### src/rtl/ccgen_pkg.sv
// Package: shared class encoding and status-byte bit positions for the
// condition code generator. Assumes an 8-bit status byte.
package ccgen_pkg;

    typedef enum logic [2:0] {
        CLS_HOLD    = 3'd0,
        CLS_LOGIC16 = 3'd1,
        CLS_WIDE32  = 3'd2,
        CLS_ARITH   = 3'd3,
        CLS_MULT    = 3'd4,
        CLS_TEST    = 3'd5,
        CLS_WTEST   = 3'd6,
        CLS_FULL36  = 3'd7
    } op_class_e;

    localparam int FLAG_W = 8;
    localparam int FB_C   = 0;
    localparam int FB_V   = 1;
    localparam int FB_Z   = 2;
    localparam int FB_N   = 3;
    localparam int FB_U   = 4;
    localparam int FB_E   = 5;
    localparam int FB_L   = 6;
    localparam int FB_SZ  = 7;

    // index of each width evaluator
    localparam int WI_16 = 0;
    localparam int WI_32 = 1;
    localparam int WI_36 = 2;
    localparam int N_WIDTHS = 3;

endpackage

### src/rtl/ccgen_width_eval.sv
// Width evaluator: sign and zero test of the low SPAN bits of a result.
// Assumes SPAN <= RES_W. Purely combinational.
module ccgen_width_eval #(
    parameter int RES_W = 36,
    parameter int SPAN  = 32
) (
    input  logic [RES_W-1:0] res,
    output logic             sign,
    output logic             zero
);
    // take the top bit of the span as sign, reduce the span for zero
    always_comb begin
        sign = res[SPAN-1];
        zero = ~|res[SPAN-1:0];
    end
endmodule

### src/rtl/ccgen_range_flags.sv
// Range evaluator: extension-in-use (E), unnormalized (U) and growth
// (SZ condition) tests. Assumes a result of EXT_W extension bits above two
// PORT_W portions. Combinational.
module ccgen_range_flags #(
    parameter int EXT_W  = 4,
    parameter int PORT_W = 16
) (
    input  logic [EXT_W+2*PORT_W-1:0] res,
    output logic                      ext_used,
    output logic                      unnorm,
    output logic                      growth
);
    localparam int RES_W = EXT_W + 2 * PORT_W;
    localparam int MSB32 = 2 * PORT_W - 1;

    logic [RES_W-1-MSB32:0] top_bits;

    // E: extension plus bit 31 not a pure sign run; U and growth from bits 31..29
    always_comb begin
        top_bits = res[RES_W-1:MSB32];
        ext_used = (|top_bits) && !(&top_bits);
        unnorm   = (res[MSB32] == res[MSB32-1]);
        growth   = res[MSB32-1] ^ res[MSB32-2];
    end
endmodule

### src/rtl/ccgen_flag_merge.sv
// Flag merger: builds the next status byte from the current byte, the
// width evaluations and the operation class. Assumes evaluator index order
// 16/32/36 as in ccgen_pkg. Combinational.
module ccgen_flag_merge
    import ccgen_pkg::*;
(
    input  logic              op_valid,
    input  op_class_e         op_class,
    input  logic              narrow_mode,
    input  logic [FLAG_W-1:0] cur,
    input  logic [N_WIDTHS-1:0] w_sign,
    input  logic [N_WIDTHS-1:0] w_zero,
    input  logic              ext_used,
    input  logic              unnorm,
    input  logic              growth,
    input  logic              carry_in,
    input  logic              ovf36_in,
    input  logic              ovf32_in,
    input  logic              limit_in,
    output logic [FLAG_W-1:0] nxt
);
    logic sel_n;
    logic sel_z;
    logic sel_v;
    logic ovf_class;
    logic grow_class;

    // width chosen by the mode for destination-sized classes
    always_comb begin
        sel_n = narrow_mode ? w_sign[WI_32] : w_sign[WI_36];
        sel_z = narrow_mode ? w_zero[WI_32] : w_zero[WI_36];
        sel_v = narrow_mode ? ovf32_in : ovf36_in;
    end

    // per-class flag update, then the sticky limit and size flags
    always_comb begin
        nxt        = cur;
        ovf_class  = 1'b0;
        grow_class = 1'b0;
        if (op_valid) begin
            unique case (op_class)
                CLS_HOLD: begin
                end
                CLS_LOGIC16: begin
                    nxt[FB_N] = w_sign[WI_16];
                    nxt[FB_Z] = w_zero[WI_16];
                    nxt[FB_V] = 1'b0;
                end
                CLS_WIDE32: begin
                    nxt[FB_N] = w_sign[WI_32];
                    nxt[FB_Z] = w_zero[WI_32];
                end
                CLS_ARITH: begin
                    nxt[FB_E]  = ext_used;
                    nxt[FB_U]  = unnorm;
                    nxt[FB_N]  = sel_n;
                    nxt[FB_Z]  = sel_z;
                    nxt[FB_V]  = sel_v;
                    nxt[FB_C]  = carry_in;
                    ovf_class  = 1'b1;
                    grow_class = 1'b1;
                end
                CLS_MULT: begin
                    nxt[FB_E]  = ext_used;
                    nxt[FB_U]  = unnorm;
                    nxt[FB_N]  = sel_n;
                    nxt[FB_Z]  = sel_z;
                    nxt[FB_V]  = 1'b0;
                    grow_class = 1'b1;
                end
                CLS_TEST: begin
                    nxt[FB_E]  = ext_used;
                    nxt[FB_U]  = unnorm;
                    nxt[FB_N]  = sel_n;
                    nxt[FB_Z]  = sel_z;
                    nxt[FB_V]  = 1'b0;
                    nxt[FB_C]  = 1'b0;
                    grow_class = 1'b1;
                end
                CLS_WTEST: begin
                    nxt[FB_N] = w_sign[WI_16];
                    nxt[FB_Z] = w_zero[WI_16];
                    nxt[FB_V] = 1'b0;
                    nxt[FB_C] = 1'b0;
                end
                CLS_FULL36: begin
                    nxt[FB_E]  = ext_used;
                    nxt[FB_U]  = unnorm;
                    nxt[FB_N]  = w_sign[WI_36];
                    nxt[FB_Z]  = w_zero[WI_36];
                    nxt[FB_V]  = ovf36_in;
                    nxt[FB_C]  = carry_in;
                    ovf_class  = 1'b1;
                    grow_class = 1'b1;
                end
                default: begin
                end
            endcase
            nxt[FB_L]  = cur[FB_L] | limit_in | (ovf_class & nxt[FB_V]);
            nxt[FB_SZ] = cur[FB_SZ] | (grow_class & growth);
        end
    end
endmodule

### src/rtl/ccgen_top.sv
// Condition code generator top: evaluates a result at 16, 32 and 36 bits,
// merges the flags by class and mode, and registers the status byte.
// Assumes one operation per cycle and a synchronous active-low reset.
module ccgen_top
    import ccgen_pkg::*;
#(
    parameter int EXT_W  = 4,
    parameter int PORT_W = 16
) (
    input  logic                          clk,
    input  logic                          rst_n,
    input  logic                          op_valid,
    input  logic [2:0]                    op_class,
    input  logic                          narrow_mode,
    input  logic [EXT_W+2*PORT_W-1:0]     result,
    input  logic                          carry_in,
    input  logic                          ovf36_in,
    input  logic                          ovf32_in,
    input  logic                          limit_in,
    output logic [FLAG_W-1:0]             status
);
    localparam int RES_W = EXT_W + 2 * PORT_W;
    localparam int MSB32 = 2 * PORT_W - 1;

    function automatic int span_of(input int idx);
        return (idx == WI_16) ? PORT_W : (idx == WI_32) ? 2 * PORT_W : RES_W;
    endfunction

    logic [N_WIDTHS-1:0] w_sign;
    logic [N_WIDTHS-1:0] w_zero;
    logic                ext_used;
    logic                unnorm;
    logic                growth;
    logic [FLAG_W-1:0]   status_d;
    op_class_e           cls;

    // map the raw class code to the enum
    always_comb cls = op_class_e'(op_class);

    for (genvar gi = 0; gi < N_WIDTHS; gi++) begin : g_width
        ccgen_width_eval #(
            .RES_W (RES_W),
            .SPAN  (span_of(gi))
        ) i_eval (
            .res  (result),
            .sign (w_sign[gi]),
            .zero (w_zero[gi])
        );
    end

    ccgen_range_flags #(
        .EXT_W  (EXT_W),
        .PORT_W (PORT_W)
    ) i_range (
        .res      (result),
        .ext_used (ext_used),
        .unnorm   (unnorm),
        .growth   (growth)
    );

    ccgen_flag_merge i_merge (
        .op_valid    (op_valid),
        .op_class    (cls),
        .narrow_mode (narrow_mode),
        .cur         (status),
        .w_sign      (w_sign),
        .w_zero      (w_zero),
        .ext_used    (ext_used),
        .unnorm      (unnorm),
        .growth      (growth),
        .carry_in    (carry_in),
        .ovf36_in    (ovf36_in),
        .ovf32_in    (ovf32_in),
        .limit_in    (limit_in),
        .nxt         (status_d)
    );

    // status register with synchronous reset
    always_ff @(posedge clk) begin
        if (!rst_n) status <= '0;
        else        status <= status_d;
    end

    // reset clears the byte
    a_r1_reset_clear: assert property (@(posedge clk)
        !rst_n |=> status == '0);

    // hold class with no limiting keeps the byte
    a_r2_hold_stable: assert property (@(posedge clk) disable iff (!rst_n)
        op_valid && op_class == CLS_HOLD && !limit_in |=> $stable(status));

    // narrow mode zero looks only at the low 32 bits
    a_r4_narrow_zero: assert property (@(posedge clk) disable iff (!rst_n)
        op_valid && op_class == CLS_ARITH && narrow_mode && result[MSB32:0] == '0
        |=> status[FB_Z]);

    // a pure sign run in bits 35..31 clears E
    a_r5_ext_clear: assert property (@(posedge clk) disable iff (!rst_n)
        op_valid && op_class == CLS_FULL36 && (&result[RES_W-1:MSB32])
        |=> !status[FB_E]);

    // logic class leaves carry and clears V
    a_r7_logic_carry: assert property (@(posedge clk) disable iff (!rst_n)
        op_valid && op_class == CLS_LOGIC16
        |=> status[FB_C] == $past(status[FB_C]) && !status[FB_V]);

    // test class clears V and C
    a_r9_test_clear: assert property (@(posedge clk) disable iff (!rst_n)
        op_valid && op_class == CLS_TEST |=> !status[FB_V] && !status[FB_C]);

    // full-width class never reports zero with a non-zero extension
    a_r11_full_zero: assert property (@(posedge clk) disable iff (!rst_n)
        op_valid && op_class == CLS_FULL36 && result[RES_W-1:2*PORT_W] != '0
        |=> !status[FB_Z]);

    // limit flag is sticky
    a_r12_limit_sticky: assert property (@(posedge clk) disable iff (!rst_n)
        status[FB_L] |=> status[FB_L]);

    // size flag is sticky
    a_r13_size_sticky: assert property (@(posedge clk) disable iff (!rst_n)
        status[FB_SZ] |=> status[FB_SZ]);

endmodule

### config.mk
export PLATFORM = sky130hd
export DESIGN_NAME = ccgen_top
export DESIGN_NICKNAME = d
export VERILOG_FILES = /design/src/rtl/ccgen_pkg.sv /design/src/rtl/ccgen_width_eval.sv /design/src/rtl/ccgen_range_flags.sv /design/src/rtl/ccgen_flag_merge.sv /design/src/rtl/ccgen_top.sv
export SDC_FILE = /design/constraint.sdc
export NUM_CORES = 1
export LEC_CHECK = 0
export BUFFER_PORTS_ARGS = -buffer_cell sky130_fd_sc_hd__clkbuf_2
export CORE_UTILIZATION = 40
export CTS_BUF_LIST = sky130_fd_sc_hd__clkbuf_8
export DETAILED_ROUTE_END_ITERATION = 12
export HOLD_SLACK_MARGIN = 0.12
export PLACE_DENSITY = 0.85
export SYNTH_ARGS = -nofsm -noshare
export SYNTH_HDL_FRONTEND = slang
export SYNTH_SLANG_ARGS = --single-unit
### constraint.sdc
create_clock -name clk -period 1.85 [get_ports clk]
set_input_delay 0 -clock clk [delete_from_list [all_inputs] [get_ports clk]]
set_output_delay 0 -clock clk [all_outputs]
set_load 0.1 [all_outputs]
==> impl_metrics.tcl, run 1 <==
set metrics [dict create \
    ctsResizeCount 0 \
    met2_usage 0.461 \
    synthTopCellsByCount "dfxtp_1 (8), nand2_1 (7), nor4_1 (7), nor2_1 (5), o21ai_0 (5)" \
    fin_area_um2 965 \
    timing.fmax_ghz 0.916 \
    outcome "complete, no violations" \
    hold_path.class "input pin to flip-flop" \
    setup_ws_ns 0.758 \
    drt_wl_total_um 1770 \
    setup_tns_ns 0 \
    clock-root-buffer "clkbuf_8" \
    largest_register "status" \
    worst_setup_path_end_kind "flip-flop" \
    worstReg2RegStart "status[1]" \
    netlist_instances 77 \
    ant_nets 0 \
    r2r_cells 4 \
    cts.sinks 8 \
    synthArstFlopShare 0 \
    relSlewSlack 0.631 \
    met3_usage 0.0924 \
    reg_top3 "status x8" \
    rrSetupSlack_ns 0.97 \
    worst-path-max-fanout 2 \
    io_buffers 54 \
    use_met1 0.244 \
    cp_slowest_stage_delay_ns 0.54 \
    remaining_drc_errors 0 \
    avgSynthCellArea_um2 7.85 \
    drive_gt1_frac 0.456 \
    period_share 0.590 \
    yosysWarnings 0 \
    path_cells "dlygate4sd3_1 -> clkbuf_2 -> nor4_1 -> nand4_1 -> a21o_1 -> a31oi_1" \
    htreeDepth 1 \
    vias_per_cell 5.46 \
    area_growth_pct 59.6 \
    antenna_cells 0 \
    multiInputGateArea_um2 419 \
    yosysTopAreaCell "dfxtp_1" \
    post_drt_wl_per_cell_um 11.7 \
    nets 186 \
    dpl_cell_area_um2 883 \
    dieArea_um2 1670 \
    ys_types 35 \
    setup-violations-final 0 \
    dr_total_vias 825 \
    ios 55 \
    rsz0062_at_grt "false" \
    cp_slowest_cell "dlygate4sd3_1" \
    start_util 0.448 \
    arrival_ns 1.25 \
    fp-row-count 13 \
    cellPowerDensity_nw_per_um2 625 \
    worstHoldStart "result[34]" \
    crit_required_ns 2.01 \
    cap_violations 0 \
    synth_flop_cell "dfxtp_1" \
    clk_latency_ns 0.23 \
    die_w_um 40.9 \
    seqCellArea_um2 160 \
    synth_area_um2 604 \
    synth_edf_count 0 \
    clk_pin_slew_worst_paths_ns 0.04 \
    gp_congestion 0.829 \
    top_usage_layer "met2" \
    slew_violations 0 \
    dr.pass1.iters 4 \
    grt.total_usage 0.242 \
    path_class "input pin to flip-flop" \
    hold_end "status[5]" \
    cts_tree "built" \
    first_iter_violations 18 \
    coreArea_um2 1350 \
    grt_pass1_wl_um 2640 \
    largest_reg_flops 8 \
    grt.overflow.total 0 \
    synth.area.top_cells "dfxtp_1 (27%), nor4_1 (7.2%), nand2_1 (4.3%), o21ai_0 (4.1%), a21boi_0 (3.7%)" \
    ys_ff_latch 8 \
    critPathLaunchType "input pin" \
    pre_cts_slack_ns 0.768 \
    dp_hpwl_um 1380 \
    fillerInstances 110 \
    ir_drop_v 0.000386 \
    clk_path_buf_depth 2 \
    synth_top_area_share 0.265 \
    final.min_clock_period_ns 1.09 \
    fp.dieH_um 40.9 \
    grt_pass1_vias 682 \
    min_path_cells 3 \
    tightest_slew_ns 0.556 \
    syn-num-nets 125 \
    reg2reg_to "status[1]" \
    cts_buffers 3 \
    yosysSeqAreaShare 0.265 \
    synth_most_common_cell "dfxtp_1" \
    finalHoldViolCount 0 \
    fin_worst_skew_ns 0.00553 \
    p_leak_nw 0.472 \
    grt_max_degree 13 \
    antenna_found_initial 0 \
]
## how the worst max path moves through the flow
stage	startpoint	end	slack, ns
2_1_floorplan	status[1]	status[6]	0.34
3_3_place_gp	result[33]	status[2]	0.81
3_5_place_dp	result[33]	status[2]	0.77
4_1_cts	result[15]	status[2]	0.74
5_1_grt	result[15]	status[2]	0.68
6_report	result[15]	status[2]	0.76
## cell usage in the layout, fill, tap and decap left out, types with 2 or more instances in the layout
cell           count
o21a_1             3
nand2_1            7
a21boi_0           3
a21oi_1            3
inv_1              4
clkbuf_8           3
nor4_1             7
nor2b_1            2
nand3_1            2
nand4_1            3
nor2_1             5
clkbuf_2          54
nand2b_1           2
dfxtp_1            8
dlygate4sd3_1      4
o21ai_0            5
## kinds of logic after synthesis
logic type,share of synthesized area
xor gates and xnor gates,0.0145
AOI/OAI and AO/OA,0.306
buffers and inverters,0.0414
and+or+nand+nor,0.335
DFF,0.265
adders and majority gates,0.0207
muxes,0.0166
## layer usage
metal  wire [um]  vias to the layer above
li1            -                      417
met1         707                      361
met2         872                       45
met4          12                        0
met3         176                        2
met5           0                        -
## layout make-up
type / instances / share of cell area
clock buffer: 3 / 0.0428
inverter: 4 / 0.0156
multi-input combinational: 63 / 0.435
sequential: 8 / 0.166
tap: 15 / 0.0195
timing repair buffer: 58 / 0.322
## power by group
group          leakage [nW]  switching [mW]  total (mW)  internal (mW)
clock network        0.0216          0.0729       0.214          0.141
registers            0.0655         0.00477       0.187          0.183
logic                 0.385           0.128       0.201         0.0733
## critical path: cells and delay by family
family / cells / cell delay (ns)
AND/OR/NAND/NOR: 2 / 0.30
AO/OA/AOI/OAI: 2 / 0.31
buffers and inverters: 2 / 0.65
## per-stage QoR
stage / total power [mW] / cells / utilization / hold slack (ns)
global placement: 0.380 / 144 / 0.654 / 0.266
detailed placement: 0.384 / 144 / 0.654 / 0.278
CTS: 0.604 / 151 / 0.715 / 0.124
finish: 0.603 / 151 / 0.715 / 0.126
global route: 0.629 / 151 / 0.715 / 0.151
floorplan: 0.308 / 77 / - / 0.117
## what timing repair did
action                                  CTS  global route
hold buffers                              4             0
endpoints found under the setup margin    0             0
buffers inserted                          0             0
endpoints found under the hold margin     5             0
Note: power is estimated with default switching activity, not from simulation.
==> run 2, diff against run 1 <==
--- a/config.mk
+++ b/config.mk
@@ -6,11 +6,11 @@
 export NUM_CORES = 1
 export LEC_CHECK = 0
 export BUFFER_PORTS_ARGS = -buffer_cell sky130_fd_sc_hd__clkbuf_2
-export CORE_UTILIZATION = 40
+export CORE_UTILIZATION = 34
 export CTS_BUF_LIST = sky130_fd_sc_hd__clkbuf_8
 export DETAILED_ROUTE_END_ITERATION = 12
 export HOLD_SLACK_MARGIN = 0.12
-export PLACE_DENSITY = 0.85
+export PLACE_DENSITY = 0.77
 export SYNTH_ARGS = -nofsm -noshare
 export SYNTH_HDL_FRONTEND = slang
 export SYNTH_SLANG_ARGS = --single-unit
==> constraint.sdc (replaced) <==
create_clock -name clk -period 1 [get_ports clk]
set_input_delay 0 -clock clk [delete_from_list [all_inputs] [get_ports clk]]
set_output_delay 0 -clock clk [all_outputs]
set_load 0.1 [all_outputs]
==> run 2 against run 1 <==
Against the previous run: the flow now finishes with violations (design-rule violations); utilization rose by 2.4 points; register-to-register slack got worse by 0.89 ns; critical path depth is 2 lower; worst setup slack lost 0.68 ns; die area is 17% higher; routed wire length is 7.2% higher; critical path type is now flip-flop to flip-flop; clock skew is 0.0053 ns lower.
==> impl_metrics.tcl, run 2 (synthesized netlist as in run 1, its figures left out) <==
set metrics [dict create \
    crit_required_ns 1.10 \
    worstReg2RegStart "status[1]" \
    cp_slowest_cell "dfxtp_4" \
    dp_hpwl_um 1540 \
    start_util 0.383 \
    mostFrequentLayoutCell "clkbuf_2" \
    final_cell_mix "clkbuf_2 (45), buf_12 (8), nand2_1 (7), nor4_1 (7), buf_4 (7)" \
    grt_pass1_vias 757 \
    r2r_cells 4 \
    final_util 0.738 \
    cp_slowest_stage_delay_ns 0.35 \
    finalHoldViolCount 0 \
    reg2reg_to "status[1]" \
    path_cells "nand2b_1 -> a21oi_1 -> o211ai_1 -> a21boi_1" \
    dr.pass1.iters 8 \
    setup_tns_ns 0 \
    final.min_clock_period_ns 0.925 \
    timing.fmax_ghz 1.08 \
    die_w_um 44.2 \
    largest_reg_flops 8 \
    grt_pass1_wl_um 3030 \
    path_class "flip-flop to flip-flop" \
    post_drt_wl_per_cell_um 11.9 \
    violations "design-rule violations" \
    gp_congestion 0.754 \
    remaining_drc_errors 6 \
    worst-path-max-fanout 3 \
    rsz0062_at_grt "true" \
    tightest_slew_ns 0.287 \
    nets 193 \
    cts.sinks 8 \
    p_leak_nw 0.548 \
    relSlewSlack 0.807 \
    cap_violations 0 \
    clk_pin_slew_worst_paths_ns 0.04 \
    power_mw 1.21 \
    first_iter_violations 24 \
    ios 55 \
    grt.overflow.total 0 \
    grt_max_degree 10 \
    antenna_found_initial 0 \
    fillerInstances 126 \
    htreeDepth 1 \
    antenna_cells 0 \
    coreArea_um2 1580 \
    hold_path.class "input pin to flip-flop" \
    slew_violations 0 \
    fin_area_um2 1160 \
    outcome "complete, but fails checks" \
    grt.total_usage 0.207 \
    drive_gt1_frac 0.521 \
    clk_latency_ns 0.23 \
    clk_path_buf_depth 2 \
    hold_end "status[2]" \
    reg_top3 "status x8" \
    arrival_ns 1.03 \
    area_growth_pct 92.5 \
    cellPowerDensity_nw_per_um2 1040 \
    fin_worst_skew_ns 0.000216 \
    largest_register "status" \
    vias_per_cell 5.25 \
    setup_ws_ns 0.0755 \
    rrSetupSlack_ns 0.08 \
    critPathBufInv 0 \
    period_share 0.925 \
    dpl_cell_area_um2 1070 \
    clock-root-buffer "clkbuf_8" \
    dr_total_vias 840 \
    ir_drop_v 0.000877 \
    worst_setup_path_end_kind "flip-flop" \
    pre_cts_slack_ns -0.123 \
    dieArea_um2 1950 \
    cts_tree "built" \
    cts_setup_buffers 0 \
    setup-violations-final 0 \
    min_path_cells 5 \
    fp-row-count 14 \
    critPathLaunchType "flip-flop" \
    worstHoldStart "result[3]" \
    drt_wl_total_um 1900 \
    cpLargestDelayFamily "compound AO/OA/AOI/OAI gates" \
    cts_buffers 3 \
    fp.dieH_um 44.2 \
    ant_nets 0 \
    io_buffers 54 \
]
## run 2: cell count changes in the layout (fill, tap and decap cells not counted), moves of 2 or more
cell	previous run	this run
dfxtp_4	0	3
a21boi_1	1	3
buf_12	0	8
clkbuf_2	54	45
a21boi_0	3	1
dfxtp_2	0	4
dfxtp_1	8	1
buf_4	0	7
## run 2: worst max-delay path by stage
stage,end,cells after the start,from,slack [ns]
after floorplan,status[6],2,status[6],-0.23
after global placement,status[2],5,result[33],-0.06
after detailed placement,status[2],5,result[33],-0.12
after CTS,status[1],4,status[1],0.03
after global routing,status[1],4,status[1],-0.02
final,status[1],4,status[1],0.08
## run 2: layer usage
metal / vias to the layer above / global-route usage / wire (um)
li1: 433 / - / -
met1: 355 / 0.232 / 748
met2: 48 / 0.374 / 936
met3: 4 / 0.0408 / 194
met4: 0 / 0.0909 / 18
met5: - / 0 / 0
## run 2: worst register-to-register path, stage by stage, from the launching register on
cell and delay (ns):
dfxtp_4 0.35, nand2b_1 0.07, a21oi_1 0.06, o211ai_1 0.21
a21boi_1 0.10
## run 2: final cells by class
type                       count  area [um2]  area share
sequential                     8         176       0.152
clock buffer                   3        41.3      0.0355
tap                           16        20.0      0.0172
multi-input combinational     63         419       0.360
inverter                       4        15.0      0.0129
clock inverter                 1        3.75     0.00323
timing repair buffer          65         488       0.419
## run 2: power breakdown
part | internal (mW) | total, mW | switching (mW)
logic | 0.207 | 0.449 | 0.242
clock network | 0.267 | 0.407 | 0.140
registers | 0.334 | 0.352 | 0.0181
total | 0.808 | 1.21 | 0.400
## run 2: per-stage QoR
stage | hold slack [ns] | std cells
finish | 0.112 | 160
global route | 0.132 | 160
CTS | 0.114 | 160
detailed placement | 0.264 | 151
global placement | 0.255 | 151
floorplan | 0.117 | 77
## run 2: repair_timing
item	in CTS	in global routing
hold buffers	5	0
hold endpoints to repair	6	0
endpoints found under the setup margin	0	3
gates resized for setup	0	6
